`config.mk`:
```
export PLATFORM = sky130hd
export DESIGN_NAME = fld_lock_top
export DESIGN_NICKNAME = d
export VERILOG_FILES = /design/src/rtl/fld_pkg.sv /design/src/rtl/fld_shift_phase.sv /design/src/rtl/fld_cand_bank.sv /design/src/rtl/fld_frame_decode.sv /design/src/rtl/fld_lock_top.sv
export SDC_FILE = /design/constraint.sdc
export NUM_CORES = 1
export LEC_CHECK = 0
export CAP_MARGIN = 5
export CORE_ASPECT_RATIO = 0.7
export CORE_UTILIZATION = 55
export CTS_BUF_LIST = sky130_fd_sc_hd__clkbuf_16
export CTS_CLUSTER_DIAMETER = 200
export DETAILED_ROUTE_END_ITERATION = 6
export PLACE_DENSITY = 0.78
export SLEW_MARGIN = 10
export SYNTH_ARGS = -nofsm -noshare
export SYNTH_HDL_FRONTEND = slang
export SYNTH_SLANG_ARGS = --single-unit
```
`constraint.sdc`:
```
create_clock -name clk -period 2.8 [get_ports clk]
set_input_delay 0.56 -clock clk [delete_from_list [all_inputs] [get_ports clk]]
set_output_delay 0.56 -clock clk [all_outputs]
set_load 0.05 [all_outputs]
```
`src/rtl/fld_pkg.sv`:
```
package fld_pkg;

    localparam int FRAME_LEN = 28;
    localparam int PAY_W     = FRAME_LEN - 4;
    localparam int PH_W      = $clog2(FRAME_LEN);

    typedef enum logic [0:0] {
        ST_SEARCH = 1'b0,
        ST_LOCKED = 1'b1
    } lock_state_e;

    typedef enum logic [1:0] {
        FK_ACTIVE  = 2'd0,
        FK_CONTROL = 2'd1,
        FK_BAD     = 2'd2
    } frame_kind_e;

    typedef struct packed {
        logic [PAY_W-1:0] word;
        logic             chk;
        logic             inv;
        logic             mark;
    } frame_view_t;

endpackage

```
`src/rtl/fld_shift_phase.sv`:
```
module fld_shift_phase
    import fld_pkg::*;
(
    input  logic              clk,
    input  logic              rst_n,
    input  logic              ser_bit,
    output frame_view_t       view,
    output logic [PH_W-1:0]   phase
);

    logic [FRAME_LEN-1:0] sr_q;

    always_ff @(posedge clk) begin
        if (!rst_n) begin
            sr_q  <= '0;
            phase <= '0;
        end else begin
            sr_q  <= {sr_q[FRAME_LEN-2:0], ser_bit};
            if (phase == PH_W'(FRAME_LEN - 1)) begin
                phase <= '0;
            end else begin
                phase <= phase + PH_W'(1);
            end
        end
    end

    // oldest bit sits at the top of the window; payload bit i arrived at position 1+i
    for (genvar i = 0; i < PAY_W; i++) begin : g_pay
        assign view.word[i] = sr_q[FRAME_LEN-2-i];
    end

    assign view.chk  = sr_q[2];
    assign view.inv  = sr_q[1];
    assign view.mark = sr_q[FRAME_LEN-1] & ~sr_q[0];

endmodule

```
`src/rtl/fld_cand_bank.sv`:
```
module fld_cand_bank
    import fld_pkg::*;
#(
    parameter int LOCK_FRAMES = 32
) (
    input  logic            clk,
    input  logic            rst_n,
    input  logic            enable,
    input  logic            clear,
    input  logic [PH_W-1:0] phase,
    input  logic            mark,
    output logic            hit
);

    localparam int CW = $clog2(LOCK_FRAMES + 1);

    logic [FRAME_LEN-1:0] hit_vec;

    for (genvar k = 0; k < FRAME_LEN; k++) begin : g_cand
        logic [CW-1:0] run_q;
        logic          mine;

        assign mine       = enable && (phase == PH_W'(k));
        assign hit_vec[k] = mine && mark && (run_q == CW'(LOCK_FRAMES - 1));

        always_ff @(posedge clk) begin
            if (!rst_n) begin
                run_q <= '0;
            end else if (clear) begin
                run_q <= '0;
            end else if (mine) begin
                run_q <= mark ? run_q + CW'(1) : '0;
            end
        end
    end

    assign hit = |hit_vec;

endmodule

```
`src/rtl/fld_frame_decode.sv`:
```
module fld_frame_decode
    import fld_pkg::*;
(
    input  frame_view_t       view,
    output logic [PAY_W-1:0]  word,
    output frame_kind_e       kind
);

    logic par;

    always_comb begin
        word = view.inv ? ~view.word : view.word;
        par  = ^word;
        if (view.chk != par) begin
            kind = FK_ACTIVE;
        end else if (word[PAY_W-1:2] == '0) begin
            kind = FK_CONTROL;
        end else begin
            kind = FK_BAD;
        end
    end

endmodule

```
`src/rtl/fld_lock_top.sv`:
```
module fld_lock_top
    import fld_pkg::*;
#(
    parameter int LOCK_FRAMES = 32,
    parameter int MISS_FRAMES = 4
) (
    input  logic              clk,
    input  logic              rst_n,
    input  logic              ser_bit,
    output logic [PAY_W-1:0]  pix_data,
    output logic              pix_valid,
    output logic              ctl_de,
    output logic              ctl_hs,
    output logic              ctl_vs,
    output logic              frm_lock,
    output logic              par_err
);

    localparam int MW = (MISS_FRAMES > 2) ? $clog2(MISS_FRAMES) : 1;

    lock_state_e      state_q, state_d;
    frame_view_t      view;
    logic [PH_W-1:0]  phase;
    logic [PH_W-1:0]  lock_ph_q;
    logic [MW-1:0]    miss_q;
    logic             hit;
    logic             at_slot;
    logic             take_lock, drop_lock, decode_en;
    logic [PAY_W-1:0] dec_word;
    frame_kind_e      dec_kind;

    fld_shift_phase u_win (
        .clk     (clk),
        .rst_n   (rst_n),
        .ser_bit (ser_bit),
        .view    (view),
        .phase   (phase)
    );

    fld_cand_bank #(.LOCK_FRAMES(LOCK_FRAMES)) u_cand (
        .clk    (clk),
        .rst_n  (rst_n),
        .enable (state_q == ST_SEARCH),
        .clear  (take_lock),
        .phase  (phase),
        .mark   (view.mark),
        .hit    (hit)
    );

    fld_frame_decode u_dec (
        .view (view),
        .word (dec_word),
        .kind (dec_kind)
    );

    assign at_slot = (phase == lock_ph_q);

    // next state and transition strobes
    always_comb begin
        state_d   = state_q;
        take_lock = 1'b0;
        drop_lock = 1'b0;
        decode_en = 1'b0;
        unique case (state_q)
            ST_SEARCH: begin
                if (hit) begin
                    state_d   = ST_LOCKED;
                    take_lock = 1'b1;
                end
            end
            ST_LOCKED: begin
                if (at_slot) begin
                    if (view.mark) begin
                        decode_en = 1'b1;
                    end else if (miss_q == MW'(MISS_FRAMES - 1)) begin
                        state_d   = ST_SEARCH;
                        drop_lock = 1'b1;
                    end
                end
            end
        endcase
    end

    // state register with offset and miss tracking
    always_ff @(posedge clk) begin
        if (!rst_n) begin
            state_q   <= ST_SEARCH;
            lock_ph_q <= '0;
            miss_q    <= '0;
        end else begin
            state_q <= state_d;
            if (take_lock) begin
                lock_ph_q <= phase;
            end
            if (take_lock || drop_lock) begin
                miss_q <= '0;
            end else if (state_q == ST_LOCKED && at_slot) begin
                miss_q <= view.mark ? '0 : miss_q + MW'(1);
            end
        end
    end

    // registered outputs
    always_ff @(posedge clk) begin
        if (!rst_n) begin
            pix_data  <= '0;
            pix_valid <= 1'b0;
            ctl_de    <= 1'b0;
            ctl_hs    <= 1'b0;
            ctl_vs    <= 1'b0;
            par_err   <= 1'b0;
        end else begin
            pix_valid <= 1'b0;
            par_err   <= 1'b0;
            if (decode_en) begin
                unique case (dec_kind)
                    FK_ACTIVE: begin
                        pix_data  <= dec_word;
                        pix_valid <= 1'b1;
                        ctl_de    <= 1'b1;
                    end
                    FK_CONTROL: begin
                        ctl_de <= 1'b0;
                        ctl_hs <= dec_word[0];
                        ctl_vs <= dec_word[1];
                    end
                    default: begin
                        par_err <= 1'b1;
                    end
                endcase
            end
        end
    end

    assign frm_lock = (state_q == ST_LOCKED);

endmodule

```
* Yosys cells after proc, flatten, opt, wreduce, memory -nomap -nowiden
Index checks and enable logic that the tools add are counted.
Word-level totals: bits in registers 238, output and inout bits 30, logic and storage cells 281
Operators by class: $add $sub $neg 30, eq/ne operators 59, mux-type cells 48, bitwise gates (word level) 5, reductions and logical operators 100
Operators with widths (count):
- 6-bit by 1-bit adder with 6-bit output (second input constant) | 28
- 6-bit by 5-bit equality test with 1-bit output (second input constant) | 28
- 6-bit two-way mux | 28
- 1-bit logical AND | 85
- 5-bit equality test (second input constant) | 12
- 5-bit by 4-bit equality test with 1-bit output (second input constant) | 8
- 28-bit OR reduction | 1
- 24-bit two-way mux | 1
- 24-bit NOT | 1
- 24-bit XOR reduction | 1
- 22-bit logical NOT | 1
- 5-bit by 3-bit equality test with 1-bit output (second input constant) | 4
- 1-bit two-way mux | 14
- 5-bit by 2-bit equality test with 1-bit output (second input constant) | 2
- 2-bit AND reduction | 4
- 2-bit OR reduction | 4
- 2-bit two-way mux | 3
- 5-bit by 1-bit adder with 5-bit output (second input constant) | 1
- 5-bit by 1-bit equality test with 1-bit output (second input constant) | 1
- 5-bit equality test | 1
- 5-bit logical NOT | 1
- 1-bit one-hot mux with 2 select lines | 2
- 1-bit NOT | 3
- 2-bit by 1-bit adder with 2-bit output (second input constant) | 1
- other kinds (7) | 7

* Depth between registers and ports, before layout
Gate-level depths: netlist (run 1).
word-level depth 9, gate-level depth with buffers 13, depth with buffers taken out 9

* Modules after synthesis
From an unflattened synthesis (run 1), not the netlist that was laid out.
Unflattened totals: cells, all modules 1551, area total of the unflattened synthesis 11976.5 um^2
Modules (own cells, without submodules):
- fld_cand_bank | times used 1, cells an instance 1195, area an instance 8593.2 um^2
- fld_lock_top | times used 1, cells an instance 174, area an instance 1631.6 um^2
- fld_shift_phase | times used 1, cells an instance 105, area an instance 1141.1 um^2
- fld_frame_decode | times used 1, cells an instance 77, area an instance 610.6 um^2

* Worst setup path before layout (run 1)
Ideal clock, no wire load.
path type register -> register, from register u_win.sr_q[1], to register pix_data[13], library setup time 0.091 ns, arrival time 2.905 ns, data required time 2.709 ns, path slack -0.196 ns, stages on the path, launching flop included 12, buffers on the path 3, period minus slack after synthesis 2.996 ns, cells stage by stage dfxtp_1 clkbuf_1 clkbuf_1 xnor2_1 ha_1 xnor2_1 xnor2_1 xnor2_1 xnor2_1 clkbuf_1 a21oi_1 a311oi_1
Between the ends: longest elaborated chain between the ends 6, elaborated cells on any way between the ends 8
Ends and longest elaborated chain:
- start, declared | RTL line fld_shift_phase.sv:11 | logic [FRAME_LEN-1:0] sr_q;
- start signal, assigned | RTL line fld_shift_phase.sv:18 | sr_q <= {sr_q[FRAME_LEN-2:0], ser_bit};
- 24-bit two-way mux (*) | RTL line fld_frame_decode.sv:12 | word = view.inv ? ~view.word : view.word;
- 24-bit XOR reduction or 22-bit logical NOT (tied branches) | RTL line fld_frame_decode.sv:13, fld_frame_decode.sv:16
- 1-bit != test or 2-bit two-way mux (tied branches) | RTL line fld_frame_decode.sv:14, fld_frame_decode.sv:16
- 2-bit two-way mux | RTL line fld_frame_decode.sv:14 | if (view.chk != par) begin
- 2-bit logical NOT | RTL line fld_lock_top.sv:116 | unique case (dec_kind)
- 2-bit AND reduction (no line)
- end signal, assigned | RTL line fld_lock_top.sv:118 | pix_data <= dec_word;
- end, declared | RTL line fld_lock_top.sv:10 | output logic [PAY_W-1:0] pix_data,
Every way passes the cells marked *; elsewhere a longest branch is shown, timed or not. A chain may end at the register's enable or synchronous reset.

* Worst setup path in the final report (run 1)
from register u_win.phase[1], to register u_cand.g_cand[17].run_q[4]
Between the ends: longest elaborated chain between the ends 8, elaborated cells on any way between the ends 116
Ends and longest elaborated chain:
- start, declared | RTL line fld_shift_phase.sv:8 | output logic [PH_W-1:0] phase
- start signal, assigned | RTL line fld_shift_phase.sv:22 | phase <= phase + PH_W'(1);
- 5-bit by 1-bit equality test with 1-bit output (tied with other cells) | RTL line fld_cand_bank.sv:23 | assign mine = enable && (phase == PH_W'(k));
- 1-bit logical AND | RTL line fld_cand_bank.sv:23
- 1-bit logical AND (2 in series) | RTL line fld_cand_bank.sv:24 | assign hit_vec[k] = mine && mark && (run_q == CW'(LOCK_FRAMES - 1));
- 28-bit OR reduction | RTL line fld_cand_bank.sv:37 | assign hit = |hit_vec;
- 1-bit two-way mux | RTL line fld_lock_top.sv:66 | if (hit) begin
- 1-bit two-way mux | RTL line fld_lock_top.sv:64 | unique case (state_q)
- 2-bit OR reduction (no line)
- end signal, assigned | RTL line fld_cand_bank.sv:32 | run_q <= mark ? run_q + CW'(1) : '0;
- end, declared | RTL line fld_cand_bank.sv:20 | logic [CW-1:0] run_q;
Parallel ways exist; a longest one is shown, timed or not.

==> results.sh, run 1 <==
export IMPL_cts_sink_count=238
export IMPL_final_setup_violation_count=176
export IMPL_fraction_of_the_mapped_netlist_area_in_simple_logic_gates=0.339
export IMPL_fp_dieArea_sq_um=23500
export IMPL_syn_area_sq_um=12600
export IMPL_max_cap_viol_count=0
export IMPL_synth_top_flop_cell="sky130_fd_sc_hd__dfxtp_1"
export IMPL_final_instance_count_excl_fill=1843
export IMPL_yosys_area_top_type="sky130_fd_sc_hd__dfxtp_1"
export IMPL_power_density_cell_area_nw_per_um2=465
export IMPL_die_width_microns=183
export IMPL_first_global_vias=10217
export IMPL_synthXorXnorAreaFrac=0.0327
export IMPL_synthDistinctLibCells=53
export IMPL_layout_worst_path_cycle_share=1.07
export IMPL_critical_path_max_fanout=5
export IMPL_post_synth_inst_count=1436
export IMPL_grt_setup_unrepaired="true"
export IMPL_report_final_slew_viol_count=0
export IMPL_setup_ws_ns=-0.189
export IMPL_diodes=0
export IMPL_timing_clock_skew_ns=0.0129
export IMPL_power_switching_share=0.251
export IMPL_fraction_of_synthesized_cell_area_taken_by_the_top_area_cell_type=0.379
export IMPL_drt_first_pass_iters=6
export IMPL_syn_num_nets=1482
export IMPL_timing_critical_path_arrival_ns=3.43
export IMPL_routed_via_count=11533
export IMPL_clockBufferDepth=3
export IMPL_routed_wirelength_mm=33.7
export IMPL_synth_ff_latch_count=238
export IMPL_grt_busiest_layer="met2"
export IMPL_fp_coreArea_sq_um=22000
export IMPL_grt_max_degree=83
export IMPL_global_route_wire_length_before_repair_mm=51.4
export IMPL_drc_errors=0
export IMPL_synth_edf_count=0
export IMPL_placedCellCount=1768
export IMPL_setup_worst_path_class="register to register"
export IMPL_initial_core_util=0.571
export IMPL_final_antenna_net_count=0
export IMPL_place_port_buffers=32
export IMPL_critPathRequiredTime_ns=3.25
export IMPL_pwr_share_seq=0.478
export IMPL_die_height_microns=128
export IMPL_routed_via_density=6.26
export IMPL_layout_core_utilization=0.694
export IMPL_report_final_hold_viol_count=0
export IMPL_worst_ir_drop_vdd_mv=0.412
export IMPL_fmax_mhz=335
export IMPL_post_route_min_period_ns=2.99
export IMPL_synth_compound_gate_area_share=0.154
export IMPL_post_drt_wl_per_cell_microns=18.3
export IMPL_design_portCount=33
export IMPL_holdCritPathClass="register to register"
export IMPL_power_share_clock=0.428
export IMPL_tritoncts="done"
export IMPL_insertion_delay_ns=0.52
export IMPL_gr_total_overflow=0
export IMPL_syn_area_per_cell_sq_um=8.75
export IMPL_proportion_of_layout_cells_with_a_drive_suffix_above_1=0.239
export IMPL_gp_congestion=0.868
export IMPL_clock_root_buffer="sky130_fd_sc_hd__clkbuf_16"
export IMPL_power_share_combinational=0.094
export IMPL_startpoint_type="register"
export IMPL_violations="setup timing"
export IMPL_synthMuxAreaShare=0.00846
export IMPL_synth_top_family_by_area="simple AND/OR/NAND/NOR gates"
export IMPL_clock_pin_slew_worst_setup_and_hold_paths_ns=0.06
export IMPL_dp_hpwl_mm=20.5
export IMPL_relSlewSlack=0.485
export IMPL_synth_fa_ha_area_frac=0.0428
export IMPL_yosys_warnings=0
export IMPL_timing_reg2reg_worst_path_depth=13
export IMPL_setup_worst_path_end_class="register"
export IMPL_grt_antenna_before_repair=0
export IMPL_global_route_usage_met3=0.0473
export IMPL_synthToLayoutAreaGrowth_pct=21.6
export IMPL_cts_buffers=24
export IMPL_status="finished with violations"
export IMPL_grt_total_usage=0.264
export IMPL_cts_hold_repair_buffers=0
export IMPL_lkg_pwr_nw=5.43
export IMPL_groute_layer_met2_usage=0.402
export IMPL_final_nets=1569
export IMPL_power_internal_mw=5.33
export IMPL_synthArstFlopShare=0
export IMPL_worst_hold_path_num_cells=2
export IMPL_switchingPower_mw=1.78
export IMPL_synthTopCellsByArea="sky130_fd_sc_hd__dfxtp_1 (38%), sky130_fd_sc_hd__nor3_2 (11%), sky130_fd_sc_hd__a21oi_1 (6.3%)"
export IMPL_sequential_cell_area_fraction_in_the_yosys_report=0.379
export IMPL_dr_first_iter_drc_count=1173
export IMPL_grt_util_met1=0.384
export IMPL_clock_tree_htree_level_count=1
export IMPL_timing_worst_slew_pin_value_ns=0.766
export IMPL_num_rows=45
[Yosys cell counts, types with 9 or more instances]
cell,n
sky130_fd_sc_hd__nor3b_1,71
sky130_fd_sc_hd__ha_1,43
sky130_fd_sc_hd__xor2_1,10
sky130_fd_sc_hd__nor3_1,55
sky130_fd_sc_hd__nor4_1,19
sky130_fd_sc_hd__buf_2,9
sky130_fd_sc_hd__and2_1,31
sky130_fd_sc_hd__o21ai_0,97
sky130_fd_sc_hd__nor2_1,64
sky130_fd_sc_hd__xnor2_1,37
sky130_fd_sc_hd__nand2_1,99
sky130_fd_sc_hd__nor3_2,140
sky130_fd_sc_hd__buf_6,20
sky130_fd_sc_hd__a31oi_1,24
sky130_fd_sc_hd__a211oi_1,9
sky130_fd_sc_hd__nand2b_1,16
sky130_fd_sc_hd__nand4_1,9
sky130_fd_sc_hd__and3_1,62
sky130_fd_sc_hd__clkbuf_1,54
sky130_fd_sc_hd__dfxtp_1,238
sky130_fd_sc_hd__nand3_1,66
sky130_fd_sc_hd__a21oi_1,159
sky130_fd_sc_hd__o31a_1,19
sky130_fd_sc_hd__a311oi_1,21
[routing by layer]
| layer | vias to the layer above | part of all wire |
|---|---|---|
| li1 | 5463 | - |
| met2 | 475 | 0.45 |
| met1 | 5525 | 0.45 |
| met4 | 0 | 0.020 |
| met5 | - | 0 |
| met3 | 70 | 0.078 |
[critical path, cell delays in order, from the launching register on]
cell,delay [ns]
sky130_fd_sc_hd__dfxtp_4,0.35
sky130_fd_sc_hd__buf_6,0.11
sky130_fd_sc_hd__ha_4,0.15
sky130_fd_sc_hd__buf_6,0.11
sky130_fd_sc_hd__buf_6,0.11
sky130_fd_sc_hd__nand3b_1,0.19
sky130_fd_sc_hd__nor2_2,0.10
sky130_fd_sc_hd__a2111oi_4,0.34
sky130_fd_sc_hd__nand4_1,0.25
sky130_fd_sc_hd__o41a_4,0.57
sky130_fd_sc_hd__buf_12,0.16
sky130_fd_sc_hd__buf_4,0.14
sky130_fd_sc_hd__clkbuf_16,0.16
sky130_fd_sc_hd__nor3_4,0.15
[per-stage QoR]
stage / setup slack, ns / hold WS, ns / total power [mW] / setup TNS [ns] / area [sq um]
after floorplan: 0.0196 / 0.446 / 3.86 / 0 / 12600
after detailed placement: -0.209 / 0.459 / 4.08 / -24.27 / 13500
after global placement: -0.169 / 0.454 / 4.08 / -20.67 / 13500
after CTS: -0.0218 / 0.472 / 7.08 / -0.541 / 14600
after global routing: -0.340 / 0.495 / 7.33 / -43.59 / 15300
final: -0.189 / 0.477 / 7.11 / -17.47 / 15300
[cell type report]
type / instances / area [sq um]
clock inverter: 16 / 93.8
multi-input combinational: 1103 / 7810
tap: 305 / 382
clock buffer: 25 / 626
fill: 1602 / 6740
timing repair buffer: 151 / 1570
inverter: 5 / 26.3
sequential: 238 / 4770
[final timing paths]
path	start	to	slack (ns)
hold / removal	lock_ph_q[2]$_SDFFE_PN0P_	lock_ph_q[2]$_SDFFE_PN0P_	0.48
setup / recovery	u_win.phase[1]$_SDFF_PP0_	u_cand.g_cand[17].run_q[4]$_SDFFE_PP0N_	-0.19
setup reg to reg	u_win.phase[1]$_SDFF_PP0_	u_cand.g_cand[17].run_q[4]$_SDFFE_PP0N_	-0.19
hold reg to reg	lock_ph_q[2]$_SDFFE_PN0P_	lock_ph_q[2]$_SDFFE_PN0P_	0.48
[power groups by stage]
| stage | sequential [mW] | combinational [mW] | clock, mW |
|---|---|---|---|
| 2_1_floorplan | 3.47 | 0.383 | 0 |
| 3_3_place_gp | 3.47 | 0.602 | 0 |
| 3_5_place_dp | 3.47 | 0.606 | 0 |
| 4_1_cts | 3.40 | 0.615 | 3.07 |
| 5_1_grt | 3.40 | 0.714 | 3.21 |
| 6_report | 3.40 | 0.670 | 3.04 |
[sequential cells by signal, summed over array words and instances, names as in the netlist]
signal / count
u_win.sr_q: 28
ctl_vs: 1
u_win.phase: 5
par_err: 1
pix_valid: 1
lock_ph_q: 5
pix_data: 24
miss_q: 2
u_cand.g_cand.run_q: 168
frm_lock: 1
ctl_hs: 1
ctl_de: 1
[logic make-up after synthesis]
group                    Yosys count
AND/OR/NAND/NOR                  664
AO/OA/AOI/OAI                    338
flip-flops                       238
buffers and inverters             96
XOR/XNOR                          47
adder cells (fa/ha/maj)           43
multiplexers                      10
[timing repair]
item                                    4_1_cts  5_1_grt
gates resized for setup                      18      101
setup buffers                                16       12
pin swaps                                     2       27
cloned                                        4        5
endpoints found under the setup margin      176      181
[layout by cell type (no fill, tap or decap), types with 4 or more instances in the layout]
master,instances
sky130_fd_sc_hd__a211oi_1,5
sky130_fd_sc_hd__a211oi_2,4
sky130_fd_sc_hd__a21oi_1,158
sky130_fd_sc_hd__a311oi_1,21
sky130_fd_sc_hd__a31oi_1,24
sky130_fd_sc_hd__and2_1,31
sky130_fd_sc_hd__and3_1,61
sky130_fd_sc_hd__buf_12,12
sky130_fd_sc_hd__buf_16,5
sky130_fd_sc_hd__buf_4,88
sky130_fd_sc_hd__buf_6,10
sky130_fd_sc_hd__clkbuf_16,29
sky130_fd_sc_hd__clkdlybuf4s50_1,32
sky130_fd_sc_hd__clkinv_1,5
sky130_fd_sc_hd__clkinv_2,6
sky130_fd_sc_hd__dfxtp_1,235
sky130_fd_sc_hd__ha_1,39
sky130_fd_sc_hd__inv_1,7
sky130_fd_sc_hd__mux2_2,5
sky130_fd_sc_hd__mux2i_1,4
sky130_fd_sc_hd__nand2_1,99
sky130_fd_sc_hd__nand2b_1,14
sky130_fd_sc_hd__nand3_1,66
sky130_fd_sc_hd__nand3b_1,4
sky130_fd_sc_hd__nand4_1,9
sky130_fd_sc_hd__nor2_1,61
sky130_fd_sc_hd__nor2_2,5
sky130_fd_sc_hd__nor2b_1,4
sky130_fd_sc_hd__nor3_1,39
sky130_fd_sc_hd__nor3_2,129
sky130_fd_sc_hd__nor3_4,27
sky130_fd_sc_hd__nor3b_1,69
sky130_fd_sc_hd__nor4_1,14
sky130_fd_sc_hd__o21ai_0,96
sky130_fd_sc_hd__o31a_1,19
sky130_fd_sc_hd__xnor2_1,34
sky130_fd_sc_hd__xor2_1,10
Note: power is estimated with default switching activity, not from simulation.
==> inputs of run 2 (changes only) <==
--- a/config.mk
+++ b/config.mk
@@ -6,7 +6,7 @@
 export NUM_CORES = 1
 export LEC_CHECK = 0
 export CAP_MARGIN = 5
-export CORE_ASPECT_RATIO = 0.7
+export CORE_ASPECT_RATIO = 0.8
 export CORE_UTILIZATION = 55
 export CTS_BUF_LIST = sky130_fd_sc_hd__clkbuf_16
 export CTS_CLUSTER_DIAMETER = 200
==> results.sh, run 2 (synthesis results as in run 1) <==
export IMPL_status="finished with violations"
export IMPL_violations="setup timing"
export IMPL_clock_root_buffer="sky130_fd_sc_hd__clkbuf_16"
export IMPL_grt_total_usage=0.256
export IMPL_cts_sink_count=238
export IMPL_lkg_pwr_nw=5.64
export IMPL_setup_worst_path_class="register to register"
export IMPL_final_setup_violation_count=62
export IMPL_timing_hold_worst_endpoint="u_win.sr_q[14]$_SDFF_PN0_"
export IMPL_top_register="u_cand.g_cand.run_q"
export IMPL_proportion_of_layout_cells_with_a_drive_suffix_above_1=0.241
export IMPL_r2r_slack_ns=-0.09
export IMPL_grt_antenna_before_repair=0
export IMPL_place_port_buffers=32
export IMPL_clockBufferDepth=3
export IMPL_clock_tree_htree_level_count=1
export IMPL_power_mw=7.41
export IMPL_report_final_hold_viol_count=0
export IMPL_die_height_microns=137
export IMPL_post_drt_wl_per_cell_microns=20.0
export IMPL_post_route_min_period_ns=2.89
export IMPL_holdCritPathClass="register to register"
export IMPL_routed_via_density=6.44
export IMPL_final_nets=1571
export IMPL_global_route_wire_length_before_repair_mm=49.4
export IMPL_fmax_mhz=346
export IMPL_largest_reg_flops=168
export IMPL_totalNegativeSetupSlack_ns=-1.74
export IMPL_reg2reg_from="u_win.phase[1]$_SDFF_PP0_"
export IMPL_setup_worst_path_end_class="register"
export IMPL_dr_first_iter_drc_count=1502
export IMPL_most_used_cells_in_the_layout_excluding_fill_and_tap_cells="sky130_fd_sc_hd__dfxtp_1 (231), sky130_fd_sc_hd__a21oi_1 (159), sky130_fd_sc_hd__nor3_2 (141)"
export IMPL_final_antenna_net_count=0
export IMPL_drc_errors=0
export IMPL_final_common_cell="sky130_fd_sc_hd__dfxtp_1"
export IMPL_max_cap_viol_count=0
export IMPL_min_delay_start="u_win.sr_q[13]$_SDFF_PN0_"
export IMPL_gr_total_overflow=0
export IMPL_fp_dieArea_sq_um=23500
export IMPL_crit_slowest_cell="sky130_fd_sc_hd__o41a_4"
export IMPL_routed_wirelength_mm=36.9
export IMPL_die_width_microns=171
export IMPL_worst_hold_path_num_cells=1
export IMPL_timing_worst_slew_pin_value_ns=0.665
export IMPL_report_final_slew_viol_count=0
export IMPL_insertion_delay_ns=0.53
export IMPL_critPathRequiredTime_ns=3.25
export IMPL_layout_worst_path_cycle_share=1.03
export IMPL_critical_path_max_fanout=8
export IMPL_power_density_cell_area_nw_per_um2=479
export IMPL_tritoncts="done"
export IMPL_routed_via_count=11897
export IMPL_gp_congestion=0.865
export IMPL_critical_path_max_stage_delay_ns=0.61
export IMPL_diodes=0
export IMPL_setup_ws_ns=-0.0899
export IMPL_synthToLayoutAreaGrowth_pct=23.1
export IMPL_startpoint_type="register"
export IMPL_dp_hpwl_mm=20.1
export IMPL_largest_registers="u_cand.g_cand.run_q (168), u_win.sr_q (28), pix_data (24)"
export IMPL_drt_first_pass_iters=5
export IMPL_crit_path_frequent_cell="sky130_fd_sc_hd__buf_6"
export IMPL_critical_path_cell_chain="inv_4, ha_4, buf_6, nand3b_1, buf_6, nor4_4, a2111oi_4, nand4_1, buf_6, o41a_4, clkbuf_16, nor3_1"
export IMPL_worst_r2r_endpoint="u_cand.g_cand[15].run_q[4]$_SDFFE_PP0N_"
export IMPL_cts_buffers=25
export IMPL_initial_core_util=0.560
export IMPL_grt_setup_unrepaired="true"
export IMPL_timing_clock_skew_ns=0.0216
export IMPL_worst_ir_drop_vdd_mv=0.523
export IMPL_relSlewSlack=0.552
export IMPL_grt_max_degree=82
export IMPL_design_portCount=33
export IMPL_num_rows=49
export IMPL_fp_coreArea_sq_um=22400
export IMPL_timing_critical_path_arrival_ns=3.34
export IMPL_first_global_vias=10077
export IMPL_clock_pin_slew_worst_setup_and_hold_paths_ns=0.06
export IMPL_timing_reg2reg_worst_path_depth=12
==> run 2: worst max-delay path by stage <==
stage	end	slack (ns)	cells after the start	start
finish	u_cand.g_cand[15].run_q[4]$_SDFFE_PP0N_	-0.09	12	u_win.phase[1]$_SDFF_PP0_
global route	u_cand.g_cand[15].run_q[4]$_SDFFE_PP0N_	-0.14	12	u_win.phase[0]$_SDFF_PP0_
CTS	frm_lock$_SDFF_PN0_	-0.05	10	u_win.phase[0]$_SDFF_PP0_
detailed placement	u_cand.g_cand[13].run_q[0]$_SDFFE_PP0N_	-0.13	8	u_win.phase[3]$_SDFF_PP0_
global placement	u_cand.g_cand[25].run_q[5]$_SDFFE_PP0N_	-0.07	8	u_win.phase[3]$_SDFF_PP0_
floorplan	pix_data[13]$_SDFFE_PN0P_	0.02	11	u_win.sr_q[1]$_SDFF_PN0_
==> run 2: routing by layer <==
| metal | vias to the layer above | track usage | wire [microns] |
|---|---|---|---|
| li1 | 5472 | - | - |
| met3 | 123 | 0.0394 | 3270 |
| met4 | 0 | 0.0794 | 1230 |
| met5 | - | 0 | 0 |
| met2 | 605 | 0.409 | 17100 |
| met1 | 5697 | 0.355 | 15400 |
==> run 2: layout make-up <==
type / instances / area (sq um)
multi-input cells: 1106 / 7790
fillers: 1644 / 6970
flip-flops and latches: 238 / 4780
repair buffers: 149 / 1730
clock buffers: 25 / 626
well taps: 306 / 383
clock inverters: 19 / 140
inverters: 5 / 28.8
==> run 2: per-stage QoR <==
stage / hold WS, ns / worst slack [ns] / cell area [sq um] / instances / util
5_1_grt: 0.498 / -0.144 / 15500 / 1848 / 0.690
2_1_floorplan: 0.446 / 0.0196 / 12600 / 1436 / -
4_1_cts: 0.475 / -0.0535 / 14300 / 1804 / 0.639
3_5_place_dp: 0.461 / -0.134 / 13500 / 1758 / 0.602
6_report: 0.479 / -0.0899 / 15500 / 1848 / 0.690
3_3_place_gp: 0.454 / -0.0709 / 13500 / 1758 / 0.602
==> run 2: power by group <==
part / switching (mW) / internal (mW)
combinational: 0.479 / 0.357
sequential: 0.0117 / 3.39
clock: 1.37 / 1.80
==> run 2: repair_timing <==
action                                  4_1_cts  5_1_grt
hold buffers                                  0        0
pin swaps                                     1       17
gates resized for setup                       8       92
hold endpoints to repair                      0        0
setup buffers                                 1       16
endpoints found under the setup margin      126      198
gates cloned                                  1       28
==> run 2: worst max-delay path, delay by kind of cell (launching register included) <==
family / cells / cell delay [ns]
AOI/OAI and AO/OA: 2 / 0.93
buffers and inverters: 5 / 0.73
and+or+nand+nor: 4 / 0.57
DFF: 1 / 0.41
adders and majority gates: 1 / 0.16
